### src/rtl/bpu_pkg.sv
package bpu_pkg;

    // Operation select; the numeric values are part of the block's contract.
    typedef enum logic [1:0] {
        BPU_WEAVE   = 2'd0,
        BPU_UNWEAVE = 2'd1,
        BPU_PARITY  = 2'd2,
        BPU_UNPACK  = 2'd3
    } bpu_op_e;

    // Classes of the packed float seen by the unpack path.
    typedef enum logic [1:0] {
        FCLS_SPECIAL,
        FCLS_ZERO,
        FCLS_SUBNORM,
        FCLS_NORMAL
    } fp_class_e;

endpackage

### src/rtl/bpu_bit_weave.sv
// Interleave two half-words into one word, and separate one word into its
// even-indexed and odd-indexed bit streams.
module bpu_bit_weave #(
    parameter int DATA_W = 32
) (
    input  logic [DATA_W/2-1:0] odd_src,   // lands on odd result positions
    input  logic [DATA_W/2-1:0] even_src,  // lands on even result positions
    input  logic [DATA_W-1:0]   word_in,
    output logic [DATA_W-1:0]   woven,
    output logic [DATA_W-1:0]   evens,
    output logic [DATA_W-1:0]   odds
);
    localparam int HALF = DATA_W / 2;

    logic [HALF-1:0] even_bits;
    logic [HALF-1:0] odd_bits;

    for (genvar k = 0; k < HALF; k++) begin : g_lane
        assign woven[2*k]     = even_src[k];
        assign woven[2*k + 1] = odd_src[k];
        assign even_bits[k]   = word_in[2*k];
        assign odd_bits[k]    = word_in[2*k + 1];
    end

    assign evens = {{HALF{1'b0}}, even_bits};
    assign odds  = {{HALF{1'b0}}, odd_bits};

endmodule

### src/rtl/bpu_byte_parity.sv
// One parity bit per lane, written to the lowest bit of that lane.
module bpu_byte_parity #(
    parameter int DATA_W = 32,
    parameter int LANE_W = 8
) (
    input  logic [DATA_W-1:0] word_in,
    output logic [DATA_W-1:0] lane_par
);
    localparam int LANES = DATA_W / LANE_W;

    for (genvar l = 0; l < LANES; l++) begin : g_lane
        assign lane_par[l*LANE_W] = ^word_in[l*LANE_W +: LANE_W];
        if (LANE_W > 1) begin : g_pad
            assign lane_par[l*LANE_W + 1 +: LANE_W - 1] = '0;
        end
    end

endmodule

### src/rtl/bpu_float_unpack.sv
// Splits the magnitude part of a packed float into a signed unbiased exponent
// and a mantissa whose leading one sits just below the top bit of the word.
module bpu_float_unpack
    import bpu_pkg::*;
#(
    parameter int DATA_W = 32,
    parameter int EXP_W  = 8,
    parameter int FRAC_W = 23
) (
    input  logic [EXP_W+FRAC_W-1:0] fp_mag,
    output logic [DATA_W-1:0]       mant,
    output logic [DATA_W-1:0]       expo
);
    localparam int BIAS       = (1 << (EXP_W - 1)) - 1;
    localparam int EXP_ALL1   = (1 << EXP_W) - 1;
    localparam int MANT_SHIFT = DATA_W - 2 - FRAC_W;

    localparam logic [DATA_W-1:0] BIAS_V    = DATA_W'(BIAS);
    localparam logic [DATA_W-1:0] SPECIAL_V = DATA_W'(EXP_ALL1);
    localparam logic [DATA_W-1:0] ONE_V     = DATA_W'(1);

    logic [EXP_W-1:0]  fld;
    logic [FRAC_W-1:0] frac;
    fp_class_e         cls;
    logic              hidden;

    assign fld  = fp_mag[EXP_W+FRAC_W-1:FRAC_W];
    assign frac = fp_mag[FRAC_W-1:0];

    always_comb begin
        if (fld == EXP_W'(EXP_ALL1)) begin
            cls = FCLS_SPECIAL;
        end else if (fld == '0) begin
            cls = (frac == '0) ? FCLS_ZERO : FCLS_SUBNORM;
        end else begin
            cls = FCLS_NORMAL;
        end
    end

    always_comb begin
        hidden = 1'b0;
        unique case (cls)
            FCLS_SPECIAL: expo = SPECIAL_V;
            FCLS_ZERO:    expo = '0 - BIAS_V;
            FCLS_SUBNORM: expo = ONE_V - BIAS_V;
            default: begin
                expo   = {{(DATA_W-EXP_W){1'b0}}, fld} - BIAS_V;
                hidden = 1'b1;
            end
        endcase
        mant = {1'b0, hidden, frac, {MANT_SHIFT{1'b0}}};
    end

endmodule

### src/rtl/bitops_unit.sv
module bitops_unit
    import bpu_pkg::*;
#(
    parameter int DATA_W = 32,
    parameter int LANE_W = 8,
    parameter int EXP_W  = 8,
    parameter int FRAC_W = 23
) (
    input  logic              clk,
    input  logic              rst,
    input  logic              in_valid,
    input  logic [1:0]        op,
    input  logic [DATA_W-1:0] opa,
    input  logic [DATA_W-1:0] opb,
    output logic              out_valid,
    output logic [DATA_W-1:0] res_lo,
    output logic [DATA_W-1:0] res_hi
);
    localparam int HALF  = DATA_W / 2;
    localparam int LANES = DATA_W / LANE_W;
    localparam int MAG_W = EXP_W + FRAC_W;

    typedef struct packed {
        logic              valid;
        logic [DATA_W-1:0] lo;
        logic [DATA_W-1:0] hi;
    } stage_t;

    function automatic logic [DATA_W-1:0] lane_low_bits();
        logic [DATA_W-1:0] m;
        m = '0;
        for (int l = 0; l < LANES; l++) begin
            m[l*LANE_W] = 1'b1;
        end
        return m;
    endfunction

    localparam logic [DATA_W-1:0] PAR_MASK = lane_low_bits();

    bpu_op_e           op_e;
    logic [DATA_W-1:0] woven, evens, odds, lane_par, mant, expo;
    stage_t            stage_d, stage_q;

    assign op_e = bpu_op_e'(op);

    bpu_bit_weave #(.DATA_W(DATA_W)) u_weave (
        .odd_src  (opa[HALF-1:0]),
        .even_src (opb[HALF-1:0]),
        .word_in  (opa),
        .woven    (woven),
        .evens    (evens),
        .odds     (odds)
    );

    bpu_byte_parity #(.DATA_W(DATA_W), .LANE_W(LANE_W)) u_par (
        .word_in  (opa),
        .lane_par (lane_par)
    );

    // The sign bit is not routed into the unpack path.
    bpu_float_unpack #(.DATA_W(DATA_W), .EXP_W(EXP_W), .FRAC_W(FRAC_W)) u_unpack (
        .fp_mag (opa[MAG_W-1:0]),
        .mant   (mant),
        .expo   (expo)
    );

    always_comb begin
        stage_d       = stage_q;
        stage_d.valid = in_valid;
        if (in_valid) begin
            unique case (op_e)
                BPU_WEAVE:   begin stage_d.lo = woven;    stage_d.hi = '0;   end
                BPU_UNWEAVE: begin stage_d.lo = evens;    stage_d.hi = odds; end
                BPU_PARITY:  begin stage_d.lo = lane_par; stage_d.hi = '0;   end
                default:     begin stage_d.lo = mant;     stage_d.hi = expo; end
            endcase
        end
    end

    always_ff @(posedge clk) begin
        if (rst) begin
            stage_q <= '0;
        end else begin
            stage_q <= stage_d;
        end
    end

    assign out_valid = stage_q.valid;
    assign res_lo    = stage_q.lo;
    assign res_hi    = stage_q.hi;

    // ---------------- assertions ----------------
    assert_reset_clears_R10: assert property (@(posedge clk)
        rst |=> (!out_valid && res_lo == '0 && res_hi == '0));

    assert_valid_follows_R9: assert property (@(posedge clk) disable iff (rst)
        in_valid |=> out_valid);

    assert_idle_no_valid_R9: assert property (@(posedge clk) disable iff (rst)
        !in_valid |=> !out_valid);

    assert_idle_holds_R11: assert property (@(posedge clk) disable iff (rst)
        !in_valid |=> ($stable(res_lo) && $stable(res_hi)));

    assert_weave_hi_zero_R1: assert property (@(posedge clk) disable iff (rst)
        (in_valid && op == 2'd0) |=> (res_hi == '0));

    assert_unweave_upper_R2: assert property (@(posedge clk) disable iff (rst)
        (in_valid && op == 2'd1) |=> (res_lo[DATA_W-1:HALF] == '0 && res_hi[DATA_W-1:HALF] == '0));

    assert_parity_lanes_R3: assert property (@(posedge clk) disable iff (rst)
        (in_valid && op == 2'd2) |=> ((res_lo & ~PAR_MASK) == '0 && res_hi == '0));

    assert_normal_hidden_R7: assert property (@(posedge clk) disable iff (rst)
        (in_valid && op == 2'd3 && opa[MAG_W-1:FRAC_W] != '0 && opa[MAG_W-1:FRAC_W] != '1)
        |=> (res_lo[DATA_W-1:DATA_W-2] == 2'b01));

endmodule

### config.mk
export PLATFORM = sky130hd
export DESIGN_NAME = bitops_unit
export DESIGN_NICKNAME = d
export VERILOG_FILES = /design/src/rtl/bpu_pkg.sv /design/src/rtl/bpu_bit_weave.sv /design/src/rtl/bpu_byte_parity.sv /design/src/rtl/bpu_float_unpack.sv /design/src/rtl/bitops_unit.sv
export SDC_FILE = /design/constraint.sdc
export NUM_CORES = 1
export LEC_CHECK = 0
export ABC_AREA = 1
export BUFFER_PORTS_ARGS = -buffer_cell sky130_fd_sc_hd__buf_4
export CORE_MARGIN = 3
export CORE_UTILIZATION = 50
export DETAILED_ROUTE_END_ITERATION = 12
export GPL_ROUTABILITY_DRIVEN = 1
export MAX_ROUTING_LAYER = met4
export PLACE_DENSITY = 0.83
export SETUP_SLACK_MARGIN = 0.4
export SLEW_MARGIN = 20
export SYNTH_ARGS = -nofsm -noshare
export SYNTH_HDL_FRONTEND = slang
export SYNTH_SLANG_ARGS = --single-unit
### constraint.sdc
create_clock -name clk -period 3.55 [get_ports clk]
set_clock_uncertainty 0.2 [all_clocks]
set_input_delay 0.71 -clock clk [delete_from_list [all_inputs] [get_ports clk]]
set_output_delay 0.71 -clock clk [all_outputs]
set_load 0.02 [all_outputs]
==> results of run 1 <==
-- worst max-delay path: cells and delay by family --
family | cells | cell delay (ns)
AO/OA/AOI/OAI | 3 | 0.60
buffers and inverters | 4 | 0.54
AND/OR/NAND/NOR | 5 | 0.50
adder cells (fa/ha/maj) | 2 | 0.45
-- area by class of cell --
cell class	instances	area [sq um]	area share, %
multi-input cells	314	1680	42.0
flip-flops and latches	50	1000	25.0
repair buffers	119	893	22.3
inverters	65	244	6.10
well taps	75	93.8	2.35
clock buffers	5	68.8	1.72
clock inverters	3	18.8	0.469
-- synthesized netlist by cell type --
library cell / number / area [sq um]
a211oi_1: 1 / 7.51
a21oi_1: 33 / 165
a22oi_1: 3 / 22.5
a31oi_1: 3 / 18.8
a32o_1: 1 / 10.0
a41oi_1: 7 / 61.3
buf_1: 1 / 3.75
buf_2: 2 / 10.0
buf_4: 19 / 143
buf_6: 4 / 45.0
clkbuf_1: 8 / 30.0
clkbuf_8: 1 / 13.8
clkinv_1: 1 / 3.75
dfxtp_1: 50 / 1000
ha_1: 20 / 250
inv_1: 61 / 229
inv_2: 3 / 11.3
nand2_1: 106 / 398
nand2_2: 2 / 12.5
nand2_4: 1 / 11.3
nand3_1: 21 / 105
nand4_1: 2 / 12.5
nor2_1: 29 / 109
nor2_2: 1 / 6.26
nor2_4: 1 / 11.3
nor3_1: 6 / 30.0
o211ai_1: 3 / 22.5
o21ai_0: 58 / 290
o21ai_1: 1 / 5.00
o221ai_1: 5 / 43.8
xnor2_1: 5 / 43.8
xor2_1: 5 / 43.8
-- state kept, by name (all words and copies together), names as in the netlist --
register,count
res_hi,17
out_valid,1
res_lo,32
-- power groups by stage --
stage | registers [mW] | logic [mW] | clock network [mW]
detailed placement | 0.625 | 0.368 | 0
finish | 0.612 | 0.370 | 0.334
global placement | 0.624 | 0.360 | 0
global route | 0.616 | 0.410 | 0.365
CTS | 0.612 | 0.370 | 0.344
floorplan | 0.662 | 0.186 | 0
-- cell families after synthesis --
logic type	after synthesis	share of synthesized area, %
AO/OA/AOI/OAI	115	20.4
AND/OR/NAND/NOR	169	21.9
flip-flops	50	31.6
adder cells (fa/ha/maj)	20	7.89
XOR/XNOR	10	2.76
buffers and inverters	100	15.4
-- metal layers --
layer  wire, um  global-route usage, %  up-vias
met2       4180                   41.7      131
met4         70                   3.60        0
met3        744                   4.32        6
met1       4010                   33.6     1538
li1           -                      -     1680
met5          0                      -        -
-- worst min-delay path by stage --
stage / cells past startpoint / endpoint / slack, ns
after floorplan: 2 / res_lo[0] / 0.34
after global placement: 2 / res_lo[31] / 0.26
after detailed placement: 2 / res_lo[31] / 0.26
after CTS: 2 / res_lo[31] / 0.28
after global routing: 2 / res_lo[31] / 0.30
final: 2 / res_lo[31] / 0.27
==> summary.md, run 1 <==
| Metric | Value |
|---|---|
| Port buffer count | `between 100 and 150` |
| Startpoint Class | `input pin` |
| Area grow syn2layout | `26.2%` |
| Commonest non-fill, non-tap cell in the layout | `buf_4` |
| Rows | `28` |
| FF+latch count, synth | `50` |
| Max clock buf depth | `2` |
| CP Capture Type | `register` |
| Register share of total power | `46.5%` |
| Clk pwr share | `25.4%` |
| Worst r2r dst | `res_hi[30]` |
| Fin crit share | `78.4%` |
| DRT antenna net count | `0` |
| Worst r2r src | `res_hi[30]` |
| Placed instance count | `623` |
| Slowest CP cell | `o21ai_0` |
| Fin. max-slew vios | `0` |
| Final worst slack | `0.768 ns` |
| Total grt overflow | `0` |
| Syn_nets | `553` |
| Die W | `roughly 86 um` |
| Critical Path AT | `2.82 ns` |
| Crit path max fanout | `7` |
| Most frequent cells in the layout | `buf_4, nand2_1, inv_1` |
| ANT cells | `0` |
| Via count | `3355` |
| Synth Cell Area | `3170 sq um` |
| Worst relative slew slack | `42.3%` |
| Clk sinks | `50` |
| CP max stage delay | `0.33 ns` |
| Power Total | `1.32 mW` |
| GRT Overall Usage | `between 20% and 30%` |
| Finished Core Util | `66.4%` |
| Post-CTS Hold Fix Bufs | `0` |
| Worst setup path start | `opa[8]` |
| Vias in the first global route | `about 3.1k` |
| Crit path to | `res_hi[3]` |
| CTS root buffer | `clkbuf_8` |
| Worst Max-Slew Pin Slew | `0.865 ns` |
| F_max | `0.359 GHz` |
| Hold Path Origin | `res_lo[31]` |
| Htree depth | `2` |
| Hold Path Class | `register to register` |
| Final hold violation count | `0` |
| RSZ-0062 raised after global routing | `false` |
| CTS Buf Count | `5` |
| Total Wirelength | `around 9000 um` |
| Maximum vdd drop | `between 150 and 200 uV` |
| Residual DRC | `0` |
| CP Class | `input pin to register` |
| Post-CTS sizing | `0` |
| Worst skew pair latency | `0.31 ns` |
| Final nets | `644` |
| Initial Util | `52.6%` |
| Mean Syn Cell Area | `just under 7 sq um` |
| Outcome | `complete, no violations` |
| Post-CTS setup buffer count | `0` |
| Pre-CTS setup slack | `0.475 ns` |
| Layout cells sized above 1 | `24.3%` |
| Antenna violations before repair | `0` |
| Ys Warns | `0` |
| RePlAce Congestion | `0.889` |
| WHS | `between 0.2 and 0.3 ns` |
| Combinational Power Share | `28.1%` |
| Wire per inst | `approximately 14 um` |
| DR iter-0 viols | `258` |
| Worst path cell trace | `buf_4 > inv_1 > ha_1 > nand2_1 > nor2_1 > nand3_1 > o21ai_0 > inv_1 > ha_1 > inv_1 > nand2_1 > o21ai_0 > nand2_1 > a31oi_1` |
| Design Area, Final | `4000 sq um` |
| Core area | `6030 sq um` |
| Sw frac | `32.7%` |
| Synth Instances | `464` |
| Final setup viols | `0` |
| Final HPWL DP | `6940 um` |
| DIE HEIGHT | `85.6 um` |
| Tmin final | `2.78 ns` |
| Seq/Total Area, Yosys | `a little under a third` |
| Cell variety after synth | `32` |
| Reg clk slew, reported paths | `roughly 0.090 ns` |
| Pre-Repair DR Iteration Count | `5` |
| Sw power | `430 uW` |
| Final TNS setup | `0 ns` |
| Reg2Reg Setup Slack | `~2.4 ns` |
| Die Area | `7330 sq um` |
| Top-level I/O count | `134` |
| Pint | `886 uW` |
| Vias per cell | `5.32` |
| CP required | `~3.6 ns` |
| Max-cap viol count | `0` |
| Pwr/cell area | `329 nW/um^2` |
| CTS tree | `done` |
| # fillers | `548` |
| Path depth of the worst reg2reg path | `2` |
| First-pass GRT wire length | `14800 um` |
| P_leak | `2.04 nW` |
| DP Area | `3910 sq um` |
| Post-Layout Cell Count | `about 630` |
| Pin count of the biggest net entering global routing | `53` |
Power figures use the tool's default switching activity.
==> run 2: changes to the inputs <==
--- a/config.mk
+++ b/config.mk
@@ -5,14 +5,14 @@
 export SDC_FILE = /design/constraint.sdc
 export NUM_CORES = 1
 export LEC_CHECK = 0
-export ABC_AREA = 1
+export ABC_AREA = 0
 export BUFFER_PORTS_ARGS = -buffer_cell sky130_fd_sc_hd__buf_4
 export CORE_MARGIN = 3
-export CORE_UTILIZATION = 50
+export CORE_UTILIZATION = 43
 export DETAILED_ROUTE_END_ITERATION = 12
 export GPL_ROUTABILITY_DRIVEN = 1
 export MAX_ROUTING_LAYER = met4
-export PLACE_DENSITY = 0.83
+export PLACE_DENSITY = 0.76
 export SETUP_SLACK_MARGIN = 0.4
 export SLEW_MARGIN = 20
 export SYNTH_ARGS = -nofsm -noshare
==> constraint.sdc (replaced) <==
create_clock -name clk -period 2.39 [get_ports clk]
set_clock_uncertainty 0.2 [all_clocks]
set_input_delay 0.478 -clock clk [delete_from_list [all_inputs] [get_ports clk]]
set_output_delay 0.478 -clock clk [all_outputs]
set_load 0.02 [all_outputs]
==> run 2 against run 1 <==
Flip-flop and latch count unchanged. Combinational power is 96% higher. Largest cell class unchanged. Final cell count is 2.2% lower. Critical endpoint is now res_hi[0]. Critical path type unchanged. Die area increased by 13%. Worst hold slack got worse by 0.0055 ns.
==> summary.md, run 2 <==
| Metric | Value |
|---|---|
| Outcome | `complete, no violations` |
| DIE HEIGHT | `90.9 um` |
| Max-cap viol count | `0` |
| Clk pwr share | `27.3%` |
| Pin count of the biggest net entering global routing | `40` |
| # fillers | `534` |
| Worst skew pair latency | `0.32 ns` |
| First-pass GRT wire length | `16800 um` |
| Total Wirelength | `10900 um` |
| Mean Syn Cell Area | `8.22 sq um` |
| Die Area | `8270 sq um` |
| EDFF count, synth | `0` |
| Cell variety after synth | `48` |
| CTS Buf Count | `5` |
| Commonest non-fill, non-tap cell in the layout | `buf_4` |
| Worst relative slew slack | `around two thirds` |
| DR iter-0 viols | `219` |
| Ys Warns | `0` |
| Htree depth | `2` |
| CP Class | `input pin to register` |
| Power Total | `2.25 mW` |
| Synth Instances | `around 380` |
| Final TNS setup | `0 ns` |
| Sw frac | `31.2%` |
| Residual DRC | `0` |
| Register share of total power | `40.4%` |
| Top FF cell, synth | `dfxtp_1` |
| Seq/Total Area, Yosys | `between 30% and 40%` |
| Vias in the first global route | `between 3k and 4k` |
| Area grow syn2layout | `58.7%` |
| ANT cells | `0` |
| Total grt overflow | `0` |
| Vias per cell | `approximately 5.6` |
| Initial Util | `44.9%` |
| CTS root buffer | `clkbuf_8` |
| RSZ-0062 raised after global routing | `true` |
| Final setup viols | `0` |
| Worst Max-Slew Pin Slew | `0.477 ns` |
| Synth Cell Area | `3100 sq um` |
| Wire per inst | `~18 um` |
| Most frequent cells in the layout | `buf_4, dfxtp_1, nor2_1` |
| Final HPWL DP | `7760 um` |
| Core area | `around 7000 sq um` |
| Synth top area share | `32.3%` |
| FF+latch count, synth | `50` |
| Most instantiated cells after synthesis | `dfxtp_1, nor2_1, inv_1, a21oi_1, a211oi_1` |
| Slowest CP cell | `or3_4` |
| F_max | `0.420 GHz` |
| Synth area leader | `dfxtp_1` |
| CTS tree | `done` |
| Top cell family by delay on the critical path | `simple AND/OR/NAND/NOR gates` |
| Most frequent cell after synthesis | `dfxtp_1` |
| Synth async-reset ratio | `0%` |
| CP required | `2.40 ns` |
| Fin crit share | `99.5%` |
| Final hold violation count | `0` |
| Hold Path Class | `input pin to register` |
| Die W | `90.9 um` |
| Sw power | `702 uW` |
| Critical Path AT | `2.39 ns` |
| Max reg flops | `32` |
| Worst path cell trace | `buf_4 > inv_2 > ha_4 > nand4b_1 > or3_4 > a21oi_4 > inv_2 > ha_4 > or2_4 > a2bb2oi_2 > a22oi_2 > a211oi_2` |
| Startpoint Class | `input pin` |
| Combinational Power Share | `32.3%` |
| Antenna violations before repair | `0` |
| Ranking of synthesized cells by area | `dfxtp_1, ha_1, nor2_1, a211oi_1, a21oi_1` |
| Reg clk slew, reported paths | `0.10 ns` |
| P_leak | `2.19 nW` |
| Pint | `1.55 mW` |
| DRT antenna net count | `0` |
| Fin. max-slew vios | `0` |
| Top-level I/O count | `134` |
| Pwr/cell area | `458 nW/um^2` |
| Rows | `30` |
| Maximum vdd drop | `215 uV` |
| Pre-Repair DR Iteration Count | `6` |
| Syn_nets | `about 470` |
| Crit path buf inv count | `3` |
| Via count | `3425` |
| Max clock buf depth | `2` |
| Crit path max fanout | `5` |
| Clk sinks | `50` |
| Final nets | `609` |
| CP Capture Type | `register` |
| Post-CTS Hold Fix Bufs | `0` |
| Layout cells sized above 1 | `47.4%` |
| GRT Overall Usage | `25.9%` |
| CP max stage delay | `0.38 ns` |
| WHS | `0.265 ns` |
| Tmin final | `around 2.4 ns` |
| Port buffer count | `117` |
| RePlAce Congestion | `0.974` |
==> run 2: cells by family after synthesis <==
family          count (synthesis)  share of synthesized area [%]
flops                          50                           32.3
fa+ha+maj                      20                           8.07
mux                            13                           4.72
simple gates                  100                           15.6
buf+inv                        72                           10.9
compound gates                106                           23.0
xor+xnor                       16                           5.41
==> run 2: final cells by class <==
cell class	count	area (sq um)	share of cell area, %
clock inverter	3	45.0	0.915
sequential	50	1000	20.3
clock buffer	5	68.8	1.40
timing repair buffer	177	1450	29.5
inverter	30	178	3.61
tap	96	120	2.44
multi-input combinational	256	2060	41.8
==> run 2: tightest hold or removal path, delay by kind of cell <==
family          cells  cell delay, ns
compound gates      1            0.13
buf+inv             1            0.08
mux                 1            0.05
==> run 2: worst paths after layout <==
path / from / endpoint / slack (ns) / cells after the start
worst max register to register: res_hi[30] / res_hi[30] / 1.25 / 2
worst min-delay path: opb[8] / res_lo[16] / 0.26 / 3
worst max-delay path: opa[10] / res_hi[0] / 0.01 / 12
worst min register to register: res_hi[6] / res_hi[6] / 0.29 / 2
==> run 2: metrics by stage <==
stage / setup slack, ns / area (sq um) / utilization (%) / cells
6_report: 0.0119 / 4920 / 71.3 / 617
5_1_grt: -0.0286 / 4920 / 71.3 / 617
4_1_cts: 0.110 / 4780 / 69.2 / 615
3_5_place_dp: -0.406 / 4460 / 64.6 / 600
3_3_place_gp: -0.350 / 4460 / 64.6 / 600
2_1_floorplan: -0.0641 / 3290 / - / 377
==> run 2: power groups by stage <==
stage | clock network [mW] | registers [mW] | logic (mW)
3_3_place_gp | 0 | 0.928 | 0.659
6_report | 0.615 | 0.911 | 0.727
2_1_floorplan | 0 | 0.985 | 0.312
4_1_cts | 0.628 | 0.910 | 0.699
5_1_grt | 0.663 | 0.917 | 0.784
3_5_place_dp | 0 | 0.929 | 0.668
==> run 2: what timing repair did <==
item	in CTS	in global routing
gates resized for setup	43	28
setup endpoints to repair	18	19
gates cloned	1	0
buffers inserted	6	2
pin swaps	22	16
==> run 2: per-layer routing <==
| metal | up-vias | wire length (um) | global-route usage, % |
|---|---|---|---|
| li1 | 1597 | - | - |
| met1 | 1618 | 4510 | 32.8 |
| met3 | 34 | 777 | 3.83 |
| met4 | 0 | 397 | 8.92 |
| met2 | 176 | 5170 | 42.2 |
| met5 | - | 0 | - |
